--- src/rtl/adc_fifo_pkg.sv ---
package adc_fifo_pkg;
  localparam int WORD_W = 32;
  localparam int HALF_W = 16;
  typedef logic [WORD_W-1:0] word_t;
endpackage

--- src/rtl/sample_extend.sv ---
module sample_extend
  import adc_fifo_pkg::*;
#(
  parameter int RES_BITS = 12
) (
  input  logic [RES_BITS-1:0] smp,
  input  logic                bipolar,
  input  logic                wide,
  output word_t               word
);
  word_t full;
  logic  fill_bit;

  assign fill_bit = bipolar & smp[RES_BITS-1];

  for (genvar g = 0; g < WORD_W; g++) begin : g_bit
    if (g < RES_BITS) begin : g_data
      assign full[g] = smp[g];
    end else begin : g_fill
      assign full[g] = fill_bit;
    end
  end

  assign word = wide ? full : {{(WORD_W-HALF_W){1'b0}}, full[HALF_W-1:0]};
endmodule

--- src/rtl/fifo_store.sv ---
module fifo_store
  import adc_fifo_pkg::*;
#(
  parameter int DEPTH = 8,
  localparam int AW = $clog2(DEPTH),
  localparam int CW = AW + 1
) (
  input  logic          clk,
  input  logic          rst,
  input  logic          clr,
  input  logic          wr_en,
  input  word_t         wr_word,
  input  logic          rd_en,
  output word_t         rd_word,
  output logic [CW-1:0] count,
  output logic          full,
  output logic          empty
);
  word_t         mem [DEPTH];
  logic [AW-1:0] wptr, rptr;
  word_t         rd_q;

  always_ff @(posedge clk) begin
    if (wr_en) mem[wptr] <= wr_word;
    if (rd_en) rd_q <= mem[rptr];
  end

  always_ff @(posedge clk) begin
    if (rst || clr) begin
      wptr  <= '0;
      rptr  <= '0;
      count <= '0;
    end else begin
      if (wr_en) wptr <= wptr + 1'b1;
      if (rd_en) rptr <= rptr + 1'b1;
      case ({wr_en, rd_en})
        2'b10:   count <= count + 1'b1;
        2'b01:   count <= count - 1'b1;
        default: count <= count;
      endcase
    end
  end

  assign rd_word = rd_q;
  assign full    = (count == CW'(DEPTH));
  assign empty   = (count == '0);

  AST_NO_PUSH_FULL: assert property (@(posedge clk) disable iff (rst)
    full |-> !wr_en);
  AST_NO_POP_EMPTY: assert property (@(posedge clk) disable iff (rst)
    empty |-> !rd_en);
endmodule

--- src/rtl/adc_sample_fifo.sv ---
module adc_sample_fifo
  import adc_fifo_pkg::*;
#(
  parameter int RES_BITS = 12,
  parameter int DEPTH    = 8,
  localparam int CW = $clog2(DEPTH) + 1
) (
  input  logic                clk,
  input  logic                rst,
  input  logic                fifo_clear,
  input  logic                wide_sel,
  input  logic                bipolar,
  input  logic                done_en,
  input  logic                smp_valid,
  input  logic [RES_BITS-1:0] smp_data,
  input  logic                smp_last,
  input  logic                rd_req,
  input  logic                rd_wide,
  output logic [31:0]         rd_data,
  output logic                rd_valid,
  output logic [31:0]         level,
  output logic                done,
  output logic                overflow,
  output logic                underflow,
  output logic                access_err
);
  localparam bit FORCE_WIDE = (RES_BITS > HALF_W);

  logic          act_wide;
  logic          size_ok, push, pop, full, empty, rd_zero;
  logic [CW-1:0] count;
  word_t         ext_word, mem_word;

  always_ff @(posedge clk) begin
    if (rst || fifo_clear) act_wide <= FORCE_WIDE ? 1'b1 : wide_sel;
  end

  assign size_ok = (rd_wide == act_wide);
  assign push    = smp_valid && !done && !full && !fifo_clear;
  assign pop     = rd_req && size_ok && !empty && !fifo_clear;

  sample_extend #(.RES_BITS(RES_BITS)) u_ext (
    .smp(smp_data), .bipolar(bipolar), .wide(act_wide), .word(ext_word)
  );

  fifo_store #(.DEPTH(DEPTH)) u_store (
    .clk(clk), .rst(rst), .clr(fifo_clear),
    .wr_en(push), .wr_word(ext_word),
    .rd_en(pop), .rd_word(mem_word),
    .count(count), .full(full), .empty(empty)
  );

  always_ff @(posedge clk) begin
    if (rst || fifo_clear) begin
      done       <= 1'b0;
      overflow   <= 1'b0;
      underflow  <= 1'b0;
      access_err <= 1'b0;
      rd_valid   <= 1'b0;
      rd_zero    <= 1'b1;
    end else begin
      rd_valid <= rd_req;
      rd_zero  <= !pop;
      if (rd_req && !size_ok)          access_err <= 1'b1;
      if (rd_req && size_ok && empty)  underflow  <= 1'b1;
      if (smp_valid && !done && full)  overflow   <= 1'b1;
      if (push && smp_last && done_en) done       <= 1'b1;
    end
  end

  assign rd_data = rd_zero ? '0 : mem_word;
  assign level   = {{(32-CW){1'b0}}, count};

  AST_WIDTH_HOLD: assert property (@(posedge clk) disable iff (rst)
    !fifo_clear |=> $stable(act_wide));
  AST_BADSIZE_ZERO: assert property (@(posedge clk) disable iff (rst)
    (rd_req && !size_ok && !fifo_clear) |=> (rd_valid && rd_data == '0 && access_err));
  AST_BADSIZE_NOPOP: assert property (@(posedge clk) disable iff (rst)
    (rd_req && !size_ok && !smp_valid && !fifo_clear) |=> level == $past(level));
  AST_LEVEL_BOUND: assert property (@(posedge clk) disable iff (rst)
    level <= 32'(DEPTH));
  AST_EMPTY_ZERO: assert property (@(posedge clk) disable iff (rst)
    (rd_req && empty && !fifo_clear) |=> rd_data == '0);
  AST_DONE_CAUSE: assert property (@(posedge clk) disable iff (rst)
    $rose(done) |-> $past(smp_valid && smp_last && done_en));
  AST_LOCKOUT: assert property (@(posedge clk) disable iff (rst)
    (done && !fifo_clear && !rd_req) |=> level == $past(level));
  AST_ERR_STICKY: assert property (@(posedge clk) disable iff (rst)
    (access_err && !fifo_clear) |=> access_err);
endmodule

--- config.mk ---
export PLATFORM = sky130hd
export DESIGN_NAME = adc_sample_fifo
export DESIGN_NICKNAME = d
export VERILOG_FILES = /design/src/rtl/adc_fifo_pkg.sv /design/src/rtl/sample_extend.sv /design/src/rtl/fifo_store.sv /design/src/rtl/adc_sample_fifo.sv
export SDC_FILE = /design/constraint.sdc
export NUM_CORES = 1
export LEC_CHECK = 0
export ABC_AREA = 0
export BUFFER_PORTS_ARGS = -buffer_cell sky130_fd_sc_hd__buf_2
export CORE_UTILIZATION = 31
export DETAILED_ROUTE_END_ITERATION = 16
export PLACE_DENSITY = 0.57
export SYNTH_ARGS = -nofsm -noshare
export SYNTH_HDL_FRONTEND = slang
export SYNTH_SLANG_ARGS = --single-unit
export TNS_END_PERCENT = 50
--- constraint.sdc ---
create_clock -name clk -period 3.45 [get_ports clk]
set_input_delay 0.5175 -clock clk [delete_from_list [all_inputs] [get_ports clk]]
set_output_delay 0.5175 -clock clk [all_outputs]
set_load 0.05 [all_outputs]
# Word level (Yosys, flattened, before mapping)
# Memories as Yosys holds them, arrays and structs flattened. A register that Yosys moved wholly into a read port is not among the register bits.
# Index checks and enable logic that the tools add are counted.
word_totals:
  register_bits: 17
  ramBits: 256
  in_bits: 22
  output_inout_bits: 69
  wordCells: 45
  memories: 1
memory_table:
  columns: ["name", "words", "width", "read_ports", "rd_clocked_by_memory_dff", "wr", "line_no", "source"]
  rows:
  - ["u_store.mem", 8, 32, 1, 1, 1, "fifo_store.sv:19", "word_t mem [DEPTH];"]
classes:
  add_sub_neg: 4
  n_eq_ne: 4
  muxes: 5
  bitwise_logic: 1
  n_reduce_logical: 20
ops:
  columns: ["op", "n"]
  rows:
  - ["32-bit two-way mux", 2]
  - ["1-bit logical AND", 11]
  - ["4-bit case mux with 2 select lines", 1]
  - ["3-bit by 1-bit adder with 3-bit output (second input constant)", 2]
  - ["1-bit zero test", 6]
  - ["4-bit by 1-bit adder with 4-bit output (second input constant)", 1]
  - ["4-bit equality test (second input constant)", 1]
  - ["4-bit zero test", 1]
  - ["4-bit by 1-bit subtractor with 4-bit output (second input constant)", 1]
  - ["2-bit by 1-bit equality test with 1-bit output (second input constant)", 1]
  - ["2-bit equality test (second input constant)", 1]
  - ["1-bit two-way mux", 2]
  - ["2-bit nonzero test", 1]
  - ["1-bit bitwise AND", 1]
  - ["1-bit equality test", 1]
  - ["1-bit logical OR", 1]

# Logic depth before layout (Yosys ltp)
# Gate-level depths: netlist (run 1).
depth:
  word_depth: 6
  depth_mapped: 10
  ltp_nobuf: 10

# Hierarchy
# A second synthesis (run 1) with hierarchy kept.
unflattened:
  hier_cells: 593
  area_unflattened_um2: 12219.2
by_module_without_submodules:
  columns: ["module", "n_inst", "cells_each", "area_each_um2", "seq_area_each_um2"]
  rows:
  - ["fifo_store", 1, 472, 11264.6, 8848.5]
  - ["adc_sample_fifo", 1, 88, 709.4, 150.1]
  - ["sample_extend", 1, 33, 245.2, 0.0]

# Worst setup path after synthesis (run 1)
# No wires, ideal clock.
synth_path:
  path_type: "register to register"
  startpoint: "reg u_store.count[0]"
  endpoint: "mem u_store.mem[0][0] (netlist bit), enable pin"
  setup_time_ns: 0.427
  arrival_time_ns: 2.639
  required_time_ns: 3.023
  slack_ns: 0.384
  stages_incl_launch_ff: 4
  path_buffers: 0
  synth_period_minus_slack_ns: 3.066
  path_cell_list: "dfxtp_1 > or4b_4 > nand2_2 > nor4b_1"
synth_via:
  elab_chain_cells: 6
synth_lines:
  columns: ["element", "line_no", "source"]
  rows:
  - ["start: declaration", "fifo_store.sv:15", "output logic [CW-1:0] count,"]
  - ["start signal: assignment", "fifo_store.sv:37", "2'b10: count <= count + 1'b1;"]
  - ["start signal: assignment", "fifo_store.sv:38", "2'b01: count <= count - 1'b1;"]
  - ["start signal: assignment", "fifo_store.sv:39", "default: count <= count;"]
  - ["4-bit equality test", "fifo_store.sv:45", "assign full = (count == CW'(DEPTH));"]
  - ["1-bit zero test", "adc_sample_fifo.sv:39", "assign push = smp_valid && !done && !full && !fifo_clear;"]
  - ["1-bit logical AND (2 in series)", "adc_sample_fifo.sv:39", null]
  - ["1-bit two-way mux", "fifo_store.sv:24", "if (wr_en) mem[wptr] <= wr_word;"]
  - ["1-bit two-way mux (implied by the code)", "fifo_store.sv:24", null]
  - ["end: declaration", "fifo_store.sv:19", null]
# Every way passes these cells.

# Final worst setup path (run 1)
layout_path:
  startpoint: "reg u_store.count[0]"
  endpoint: "reg u_store.count[3]"
layout_via:
  elab_chain_cells: 6
  elab_cells_between_ends: 14
  classes_between: "2 x add/sub; 3 x eq/ne; 1 x mux; 8 x reduce/logical"
layout_lines:
  columns: ["element", "line_no", "source"]
  rows:
  - ["4-bit equality test / 4-bit zero test (equally long branches)", "fifo_store.sv:45, fifo_store.sv:46", null]
  - ["1-bit zero test (on tied branches)", "adc_sample_fifo.sv:39, adc_sample_fifo.sv:40", null]
  - ["1-bit logical AND (on tied branches) (2 in series)", "adc_sample_fifo.sv:39, adc_sample_fifo.sv:40", null]
  - ["2-bit by 1-bit equality test with 1-bit output / 2-bit equality test (equally long branches)", "fifo_store.sv:36", "case ({wr_en, rd_en})"]
  - ["4-bit case mux with 2 select lines / 2-bit nonzero test (equally long branches)", null, null]
# Parallel ways exist; a longest one is shown, timed or not.
# A chain may end at the register's enable or synchronous reset.

==> results of run 1 <==
-- cells in the final DEF (no fill, tap or decap), drive strengths merged, types with 2 or more instances in the layout --
cell,count
clkbuf,20
mux4,28
clkinv,7
inv,7
edfxtp,127
ha,5
a21oi,5
nand4,2
and2,2
nor2b,15
nor2,20
nand3,6
dfxtp,16
buf,72
clkinvlp,3
nand2,6
xor2,6
nor3,4
mux2,14
conb,28
-- power groups by stage --
stage | clock (mW) | sequential (mW) | combinational [mW]
final | 1.68 | 1.91 | 0.170
after global routing | 1.79 | 1.91 | 0.184
after CTS | 1.72 | 1.91 | 0.172
after detailed placement | 0 | 1.94 | 0.171
after global placement | 0 | 1.94 | 0.168
after floorplan | 0 | 1.95 | 0.144
-- metrics by stage --
step	instance area, um2	power (mW)
after floorplan	6020	2.10
after CTS	6880	3.80
after detailed placement	6330	2.12
after global routing	6880	3.88
final	6880	3.75
after global placement	6330	2.11
-- metal layers --
metal  routed length, um  track usage
met1                4150        0.125
met2                5550        0.206
met3                 615       0.0318
met4                 183       0.0515
met5                   0            0
-- final cells by class --
cell class / count / area, um2
Fill cell: 1733 / 11800
Sequential cell: 143 / 4140
Multi-Input combinational cell: 158 / 1480
Clock buffer: 20 / 437
Timing Repair Buffer: 72 / 398
Tap cell: 234 / 293
Clock inverter: 12 / 115
Inverter: 6 / 22.5
-- cells by family after synthesis --
| group | Yosys count | synth area share |
|---|---|---|
| other cells | 1 | 0.000633 |
| xor+xnor | 7 | 0.0104 |
| mux | 43 | 0.135 |
| simple gates | 63 | 0.0572 |
| buf+inv | 63 | 0.0737 |
| compound gates | 11 | 0.0114 |
| fa+ha+maj | 6 | 0.0139 |
| flops | 143 | 0.698 |
-- worst max-delay path by stage --
stage	start	end	slack, ns	depth (start not counted)
3_3_place_gp	smp_valid	u_store.count[3]$_SDFFE_PP0P_	0.77	10
3_5_place_dp	smp_valid	u_store.count[3]$_SDFFE_PP0P_	0.67	10
4_1_cts	rd_zero$_SDFF_PP1_	rd_data[29]	0.86	2
2_1_floorplan	u_store.count[0]$_SDFFE_PP0P_	u_store.mem[0][0]$_DFFE_PP_	0.38	3
6_report	u_store.count[0]$_SDFFE_PP0P_	u_store.count[3]$_SDFFE_PP0P_	0.88	9
5_1_grt	act_wide$_DFFE_PP_	u_store.count[3]$_SDFFE_PP0P_	0.67	9
-- worst max-delay path, cell delays in order, from the launching register on --
cell and delay (ns):
dfxtp_1 0.37, or4b_4 0.59, nand2_2 0.18, or2_2 0.15, ha_1 0.24, ha_1 0.30, a21oi_1 0.22, a211oi_1 0.12
o211ai_1 0.18, o31ai_1 0.09
-- flip-flops by register name, indices dropped and copies added (netlist names) --
| register | count |
|---|---|
| access_err | 1 |
| act_wide | 1 |
| done | 1 |
| overflow | 1 |
| rd_valid | 1 |
| rd_zero | 1 |
| u_store.count | 4 |
| u_store.mem | 112 |
| u_store.rd_word | 14 |
| u_store.rptr | 3 |
| u_store.wptr | 3 |
| underflow | 1 |
==> impl_metrics.env, run 1 <==
export IMPL_die_h_um=140
export IMPL_hold_viol_final=0
export IMPL_holdCritPathClass="in -> reg"
export IMPL_finalSetupTns_ns=0
export IMPL_cts_htree_levels=4
export IMPL_min_path_cells=1
export IMPL_die_area_um2=19700
export IMPL_cap_violations=0
export IMPL_layout_setup_ws_ns=0.882
export IMPL_fin_crit_ns=2.57
export IMPL_status="finished clean"
export IMPL_grt_pass1_wl_um=16100
export IMPL_routabilityCongestion=0.736
export IMPL_p_seq_frac=0.508
export IMPL_crit_fanout=7
export IMPL_hold_end="act_wide$_DFFE_PP_"
export IMPL_postCtsHoldBufs=0
export IMPL_critical_path_class="reg -> reg"
export IMPL_syn_avg_cell_area_um2=17.6
export IMPL_internal_power_mw=2.93
export IMPL_leakage_nw=2.40
export IMPL_layout_nets=426
export IMPL_drcViolationCount=0
export IMPL_pin_count=91
export IMPL_ant_nets=0
export IMPL_drv_slew=0
export IMPL_ctsResizeCount=0
export IMPL_fin_crit_sh=0.744
export IMPL_syn_area_um2=5920
export IMPL_layout_drive_gt1_share=0.375
export IMPL_pre_cts_slack_ns=0.675
export IMPL_vias=2899
export IMPL_pwr_density_cell_nw_per_um2=545
export IMPL_yosys_warnings=0
export IMPL_final_core_util=0.368
export IMPL_p_comb_frac=0.045
export IMPL_synth_edf_count=127
export IMPL_swShare=0.218
export IMPL_r2r_end="u_store.count[3]$_SDFFE_PP0P_"
export IMPL_required_ns=3.74
export IMPL_hold_ws_ns=0.279
export IMPL_rows=50
export IMPL_cts_setup_buffers=0
export IMPL_grt_pass1_vias=2910
export IMPL_numCtsBuffers=17
export IMPL_wl_per_cell_um=16.3
export IMPL_reg2reg_from="u_store.count[0]$_SDFFE_PP0P_"
export IMPL_tritoncts="built"
export IMPL_avgViaCountPerCell=4.49
export IMPL_synth_most_common_cell="edfxtp_1"
export IMPL_antenna_found_initial=0
export IMPL_end_kind="flop"
export IMPL_initial_core_util=0.317
export IMPL_synth_seq_cells=143
export IMPL_ys_flop_type="edfxtp_1"
export IMPL_yosysUniqueCellTypes=39
export IMPL_n_antenna_cell=0
export IMPL_worstMarginPinSlew_ns=0.899
export IMPL_reg2reg_depth=9
export IMPL_core_area_um2=18700
export IMPL_firstDrtPassIters=4
export IMPL_stdcell_count=645
export IMPL_grt_use_total=0.114
export IMPL_grt_ovfl_total=0
export IMPL_clk_latency_ns=0.41
export IMPL_relSlewSlack=0.400
export IMPL_ys_top_cells_by_area="edfxtp_1, mux4_2, buf_4"
export IMPL_cts_buffer_depth=2
export IMPL_r2r_slack_ns=0.88
export IMPL_p_clk_frac=0.446
export IMPL_max_freq_mhz=389
export IMPL_vdd_drop_max_uv=434
export IMPL_arrival_ns=2.86
export IMPL_setup_violations=0
export IMPL_cts_sinks=143
export IMPL_grt_max_degree=31
export IMPL_fp_dieW_um=140
export IMPL_min_delay_start="wide_sel"
export IMPL_rsz0062_at_grt="false"
export IMPL_clock_skew_ns=0.00626
export IMPL_dpl_cell_count=613
export IMPL_ys_seq_area_frac=0.698
export IMPL_io_buffers=62
export IMPL_p_switching_mw=0.820
export IMPL_synthCells=337
export IMPL_async_flop_share=0
export IMPL_cts_root_buf="clkbuf_16"
export IMPL_hpwl_um=6200
export IMPL_crit_path_start_kind="flop"
export IMPL_drt_iter0_drc=190
export IMPL_netlist_top_cells_count="edfxtp_1, buf_4, mux4_2, nor2_1, dfxtp_1"
export IMPL_path_clk_slew_ns=0.06
export IMPL_synth_top_area_frac=0.644
export IMPL_area_growth_pct=16.2
export IMPL_synth_top_cell_by_area="edfxtp_1"
export IMPL_wirelength_um=10500
Note: power is estimated with default switching activity, not from simulation.
==> run 2, diff against run 1 <==
--- a/config.mk
+++ b/config.mk
@@ -5,7 +5,7 @@
 export SDC_FILE = /design/constraint.sdc
 export NUM_CORES = 1
 export LEC_CHECK = 0
-export ABC_AREA = 0
+export ABC_AREA = 1
 export BUFFER_PORTS_ARGS = -buffer_cell sky130_fd_sc_hd__buf_2
 export CORE_UTILIZATION = 31
 export DETAILED_ROUTE_END_ITERATION = 16
==> constraint.sdc (replaced) <==
create_clock -name clk -period 2.4 [get_ports clk]
set_input_delay 0.36 -clock clk [delete_from_list [all_inputs] [get_ports clk]]
set_output_delay 0.36 -clock clk [all_outputs]
set_load 0.05 [all_outputs]
==> impl_metrics.env, run 2 <==
export IMPL_end_kind="flop"
export IMPL_die_h_um=143
export IMPL_n_antenna_cell=0
export IMPL_crit_path_start_kind="flop"
export IMPL_pin_count=91
export IMPL_path_clk_slew_ns=0.06
export IMPL_hpwl_um=7970
export IMPL_worstMarginPinSlew_ns=0.798
export IMPL_p_comb_frac=0.054
export IMPL_finalSetupTns_ns=0
export IMPL_fp_dieW_um=143
export IMPL_layout_drive_gt1_share=0.203
export IMPL_routabilityCongestion=0.804
export IMPL_rows=51
export IMPL_grt_pass1_wl_um=20500
export IMPL_cap_violations=0
export IMPL_rsz0062_at_grt="false"
export IMPL_drt_iter0_drc=248
export IMPL_ys_seq_area_frac=0.674
export IMPL_firstDrtPassIters=4
export IMPL_synth_top_area_frac=0.622
export IMPL_final_common_cell="edfxtp_1"
export IMPL_leakage_nw=2.79
export IMPL_required_ns=2.74
export IMPL_cts_htree_levels=4
export IMPL_postCtsHoldBufs=0
export IMPL_drv_slew=0
export IMPL_vias=3842
export IMPL_critical_path_class="reg -> reg"
export IMPL_tritoncts="built"
export IMPL_synth_most_common_cell="edfxtp_1"
export IMPL_netlist_top_cells_count="edfxtp_1, nor2_1, nand2_1, buf_4, o21ai_0"
export IMPL_pwr_density_cell_nw_per_um2=792
export IMPL_p_clk_frac=0.456
export IMPL_synth_edf_count=127
export IMPL_initial_core_util=0.316
export IMPL_fin_crit_sh=0.922
export IMPL_grt_max_degree=30
export IMPL_core_area_um2=19400
export IMPL_internal_power_mw=4.40
export IMPL_clock_skew_ns=0.00690
export IMPL_crit_fanout=4
export IMPL_largest_reg_flops=112
export IMPL_synth_top_cell_by_area="edfxtp_1"
export IMPL_top_register="u_store.mem"
export IMPL_async_flop_share=0
export IMPL_ys_flop_type="edfxtp_1"
export IMPL_area_growth_pct=15.5
export IMPL_syn_avg_cell_area_um2=11.5
export IMPL_swShare=0.215
export IMPL_avgViaCountPerCell=4.43
export IMPL_clk_latency_ns=0.41
export IMPL_synth_seq_cells=143
export IMPL_ys_top_cells_by_area="edfxtp_1, buf_4, nor2_1"
export IMPL_setup_violations=0
export IMPL_holdCritPathClass="in -> reg"
export IMPL_antenna_found_initial=0
export IMPL_syn_area_um2=6130
export IMPL_vdd_drop_max_uv=498
export IMPL_yosys_warnings=0
export IMPL_ant_nets=0
export IMPL_layout_nets=620
export IMPL_arrival_ns=2.55
export IMPL_max_freq_mhz=452
export IMPL_p_seq_frac=0.490
export IMPL_status="finished clean"
export IMPL_cts_setup_buffers=0
export IMPL_wirelength_um=12900
export IMPL_yosysUniqueCellTypes=32
export IMPL_cts_buffer_depth=2
export IMPL_drcViolationCount=0
export IMPL_grt_pass1_vias=3879
export IMPL_synthCells=534
export IMPL_grt_ovfl_total=0
export IMPL_wl_per_cell_um=14.8
export IMPL_relSlewSlack=0.466
export IMPL_hold_ws_ns=0.121
export IMPL_grt_use_total=0.138
export IMPL_p_switching_mw=1.20
export IMPL_final_cell_mix="edfxtp_1, nor2_1, nand2_1"
export IMPL_cts_sinks=143
export IMPL_cts_root_buf="clkbuf_16"
export IMPL_io_buffers=62
export IMPL_hold_viol_final=0
export IMPL_ctsResizeCount=0
export IMPL_fin_crit_ns=2.21
export IMPL_die_area_um2=20300
export IMPL_numCtsBuffers=17
==> run 2: power by group through the flow <==
stage | Combinational [mW] | Sequential, mW | Clock (mW)
final | 0.303 | 2.75 | 2.56
after global routing | 0.333 | 2.75 | 2.72
after CTS | 0.305 | 2.75 | 2.60
after detailed placement | 0.305 | 2.80 | 0
after global placement | 0.295 | 2.80 | 0
after floorplan | 0.248 | 2.81 | 0
==> run 2: per-stage QoR <==
| step | setup WS [ns] | area, um2 | power [mW] | instances | util |
|---|---|---|---|---|---|
| finish | 0.186 | 7080 | 5.61 | 867 | 0.365 |
| global route | 0.0178 | 7080 | 5.80 | 867 | 0.365 |
| CTS | 0.186 | 7080 | 5.66 | 867 | 0.365 |
| detailed placement | 0.124 | 6510 | 3.10 | 838 | 0.335 |
| global placement | 0.204 | 6510 | 3.09 | 838 | 0.335 |
| floorplan | 0.0241 | 6240 | 3.06 | 561 | - |
==> run 2: area by class of cell <==
class	count	area, um2
timing repair buffer	80	445
inverter	38	146
sequential	143	4140
clock inverter	12	146
tap	265	332
multi-input combinational	312	1450
clock buffer	17	425
fill	1906	12300
==> run 2: kinds of logic (layout without fill, tap and decap cells) <==
family	count (synthesis)	after routing	share of synthesized area
and+or+nand+nor	177	177	0.113
buffers and inverters	106	147	0.107
DFF	143	143	0.674
xor gates and xnor gates	2	2	0.00286
AOI/OAI and AO/OA	99	99	0.0886
adders and majority gates	6	6	0.0135
other	1	28	0.000612
==> run 2: metal layers <==
layer / part of all wire / vias up / track usage
li1: - / 1873 / -
met1: 0.41 / 1846 / 0.155
met2: 0.53 / 116 / 0.251
met3: 0.051 / 7 / 0.0335
met4: 0.0075 / 0 / 0.0487
met5: 0 / - / 0
==> run 2: final timing paths <==
check,from,endpoint,slack (ns),depth (start not counted)
max reg2reg,act_wide$_DFFE_PP_,u_store.count[3]$_SDFFE_PP0P_,0.19,14
max,act_wide$_DFFE_PP_,u_store.count[3]$_SDFFE_PP0P_,0.19,14
min,wide_sel,act_wide$_DFFE_PP_,0.12,1
min reg2reg,overflow$_SDFFE_PP0P_,overflow$_SDFFE_PP0P_,0.46,1
==> run 2: worst max-delay path, cell delays in order (launching register included) <==
cell	delay, ns
edfxtp_1	0.38
inv_1	0.08
nand2_1	0.05
nand2_1	0.13
nor2_1	0.08
nand3_1	0.16
clkinvlp_4	0.13
ha_2	0.20
ha_1	0.30
or2_2	0.31
nand2_1	0.07
nand2_1	0.04
nand2_1	0.05
nand2_1	0.04
a21oi_1	0.11
==> run 3, diff against run 2 <==
--- a/config.mk
+++ b/config.mk
@@ -5,7 +5,6 @@
 export SDC_FILE = /design/constraint.sdc
 export NUM_CORES = 1
 export LEC_CHECK = 0
-export ABC_AREA = 1
 export BUFFER_PORTS_ARGS = -buffer_cell sky130_fd_sc_hd__buf_2
 export CORE_UTILIZATION = 31
 export DETAILED_ROUTE_END_ITERATION = 16
==> impl_metrics.env, run 3 (synthesized netlist as in run 1, its figures left out) <==
export IMPL_grt_max_degree=29
export IMPL_fin_crit_sh=0.946
export IMPL_grt_use_total=0.120
export IMPL_relSlewSlack=0.549
export IMPL_n_antenna_cell=0
export IMPL_met2_length_um=5620
export IMPL_rows=50
export IMPL_clock_skew_ns=0.0107
export IMPL_crit_path_start_kind="flop"
export IMPL_cts_htree_levels=4
export IMPL_multiInputGateArea_um2=1530
export IMPL_worstMarginPinSlew_ns=0.675
export IMPL_hpwl_um=6790
export IMPL_routabilityCongestion=0.824
export IMPL_avgViaCountPerCell=4.52
export IMPL_drt_iter0_drc=194
export IMPL_required_ns=2.69
export IMPL_clk_latency_ns=0.41
export IMPL_ant_nets=0
export IMPL_area_growth_pct=19.1
export IMPL_drv_slew=0
export IMPL_grt_ovfl_total=0
export IMPL_path_clk_slew_ns=0.06
export IMPL_status="finished clean"
export IMPL_fill_cells=1689
export IMPL_final_cell_mix="edfxtp_1, buf_2, mux4_2, conb_1"
export IMPL_numCtsBuffers=17
export IMPL_finalSetupTns_ns=0
export IMPL_layout_nets=437
export IMPL_cap_violations=0
export IMPL_drcViolationCount=0
export IMPL_fp_dieW_um=140
export IMPL_cts_sinks=143
export IMPL_firstDrtPassIters=5
export IMPL_final_area_um2=7050
export IMPL_cts_root_buf="clkbuf_16"
export IMPL_pin_count=91
export IMPL_io_buffers=62
export IMPL_initial_core_util=0.317
export IMPL_wirelength_um=10900
export IMPL_die_h_um=140
export IMPL_antenna_found_initial=0
export IMPL_end_kind="flop"
export IMPL_critical_path_class="reg -> reg"
export IMPL_vdd_drop_max_uv=455
export IMPL_core_area_um2=18700
export IMPL_regArea_um2=4150
export IMPL_wl_met3_um=403
export IMPL_grt_pass1_wl_um=17200
export IMPL_wl_met1_um=4730
export IMPL_postCtsHoldBufs=0
export IMPL_rsz0062_at_grt="false"
export IMPL_final_core_util=0.377
export IMPL_crit_fanout=7
export IMPL_leakage_nw=2.47
export IMPL_cts_buffer_depth=2
export IMPL_top_register="u_store.mem"
export IMPL_hold_viol_final=0
export IMPL_top_layer_used="met4"
export IMPL_fin_crit_ns=2.27
export IMPL_holdCritPathClass="in -> reg"
export IMPL_setup_violations=0
export IMPL_final_common_cell="edfxtp_1"
export IMPL_pwr_density_cell_nw_per_um2=780
export IMPL_tritoncts="built"
export IMPL_max_freq_mhz=441
export IMPL_vias=2959
export IMPL_postPlaceCellArea_um2=6450
export IMPL_largest_reg_flops=112
export IMPL_die_area_um2=19700
export IMPL_arrival_ns=2.56
export IMPL_grt_pass1_vias=3007
export IMPL_layout_drive_gt1_share=0.416
export IMPL_wl_per_cell_um=16.6
-- run 3: cell types whose count changed in the layout (fill, tap and decap cells not counted), moves of 5 or more --
cell / delta
nand2_1: -71
nor2_1: -70
o21ai_0: -44
inv_1: -28
mux4_2: +28
o22ai_1: -28
mux2_2: +14
nor2b_1: +14
o21ai_1: -13
a21oi_1: -5
xor2_1: +5
-- run 3: per-stage QoR --
stage          hold slack [ns]  power (mW)  worst slack [ns]  instances
2_1_floorplan            0.434        3.01            0.0117        364
3_3_place_gp             0.449        3.04            0.0950        624
3_5_place_dp             0.467        3.05            0.0218        624
4_1_cts                  0.115        5.55           0.00797        655
5_1_grt                  0.112        5.68            0.0420        655
6_report                 0.131        5.50             0.130        655
-- run 3: cell type report --
| type | count | area share |
|---|---|---|
| Sequential cell | 143 | 0.588 |
| Multi-Input combinational cell | 158 | 0.217 |
| Timing Repair Buffer | 83 | 0.0699 |
| Clock buffer | 17 | 0.0603 |
| Tap cell | 234 | 0.0415 |
| Clock inverter | 14 | 0.0204 |
| Inverter | 6 | 0.00319 |
-- run 3: layer usage --
layer  track usage  up-vias
met4        0.0451        0
met1         0.144     1500
li1              -     1356
met5             0        -
met2         0.206       92
met3        0.0335       11
-- run 3: worst paths after layout --
path                                 start                       endpoint  slack [ns]  depth (start not counted)
min                               wide_sel             act_wide$_DFFE_PP_        0.13                          1
max          u_store.count[0]$_SDFFE_PP0P_  u_store.count[2]$_SDFFE_PP0P_        0.13                         10
max reg2reg  u_store.count[0]$_SDFFE_PP0P_  u_store.count[2]$_SDFFE_PP0P_        0.13                         10
min reg2reg              done$_SDFFE_PP0P_              done$_SDFFE_PP0P_        0.47                          2
-- run 3: worst max-delay path: stages, from the launching register on --
cell and delay, ns:
dfxtp_4 0.37, or4b_4 0.57, nand2_2 0.08, or2_2 0.13, ha_4 0.18, inv_1 0.06
fa_1 0.38, xor2_1 0.16, nor2_1 0.05, a21oi_1 0.11, nor2_1 0.05
-- run 3: power breakdown --
group          internal [mW]  total (mW)  switching (mW)
Clock                   1.52        2.50           0.984
Combinational         0.0652       0.259           0.194
Sequential              2.73        2.74         0.00987
Total                   4.31        5.50            1.19
-- run 3: timing repair --
item                       CTS  global route
setup endpoints to repair    0             2
hold endpoints to repair     0             0
buffers inserted             0             0
gates resized for setup      0             5
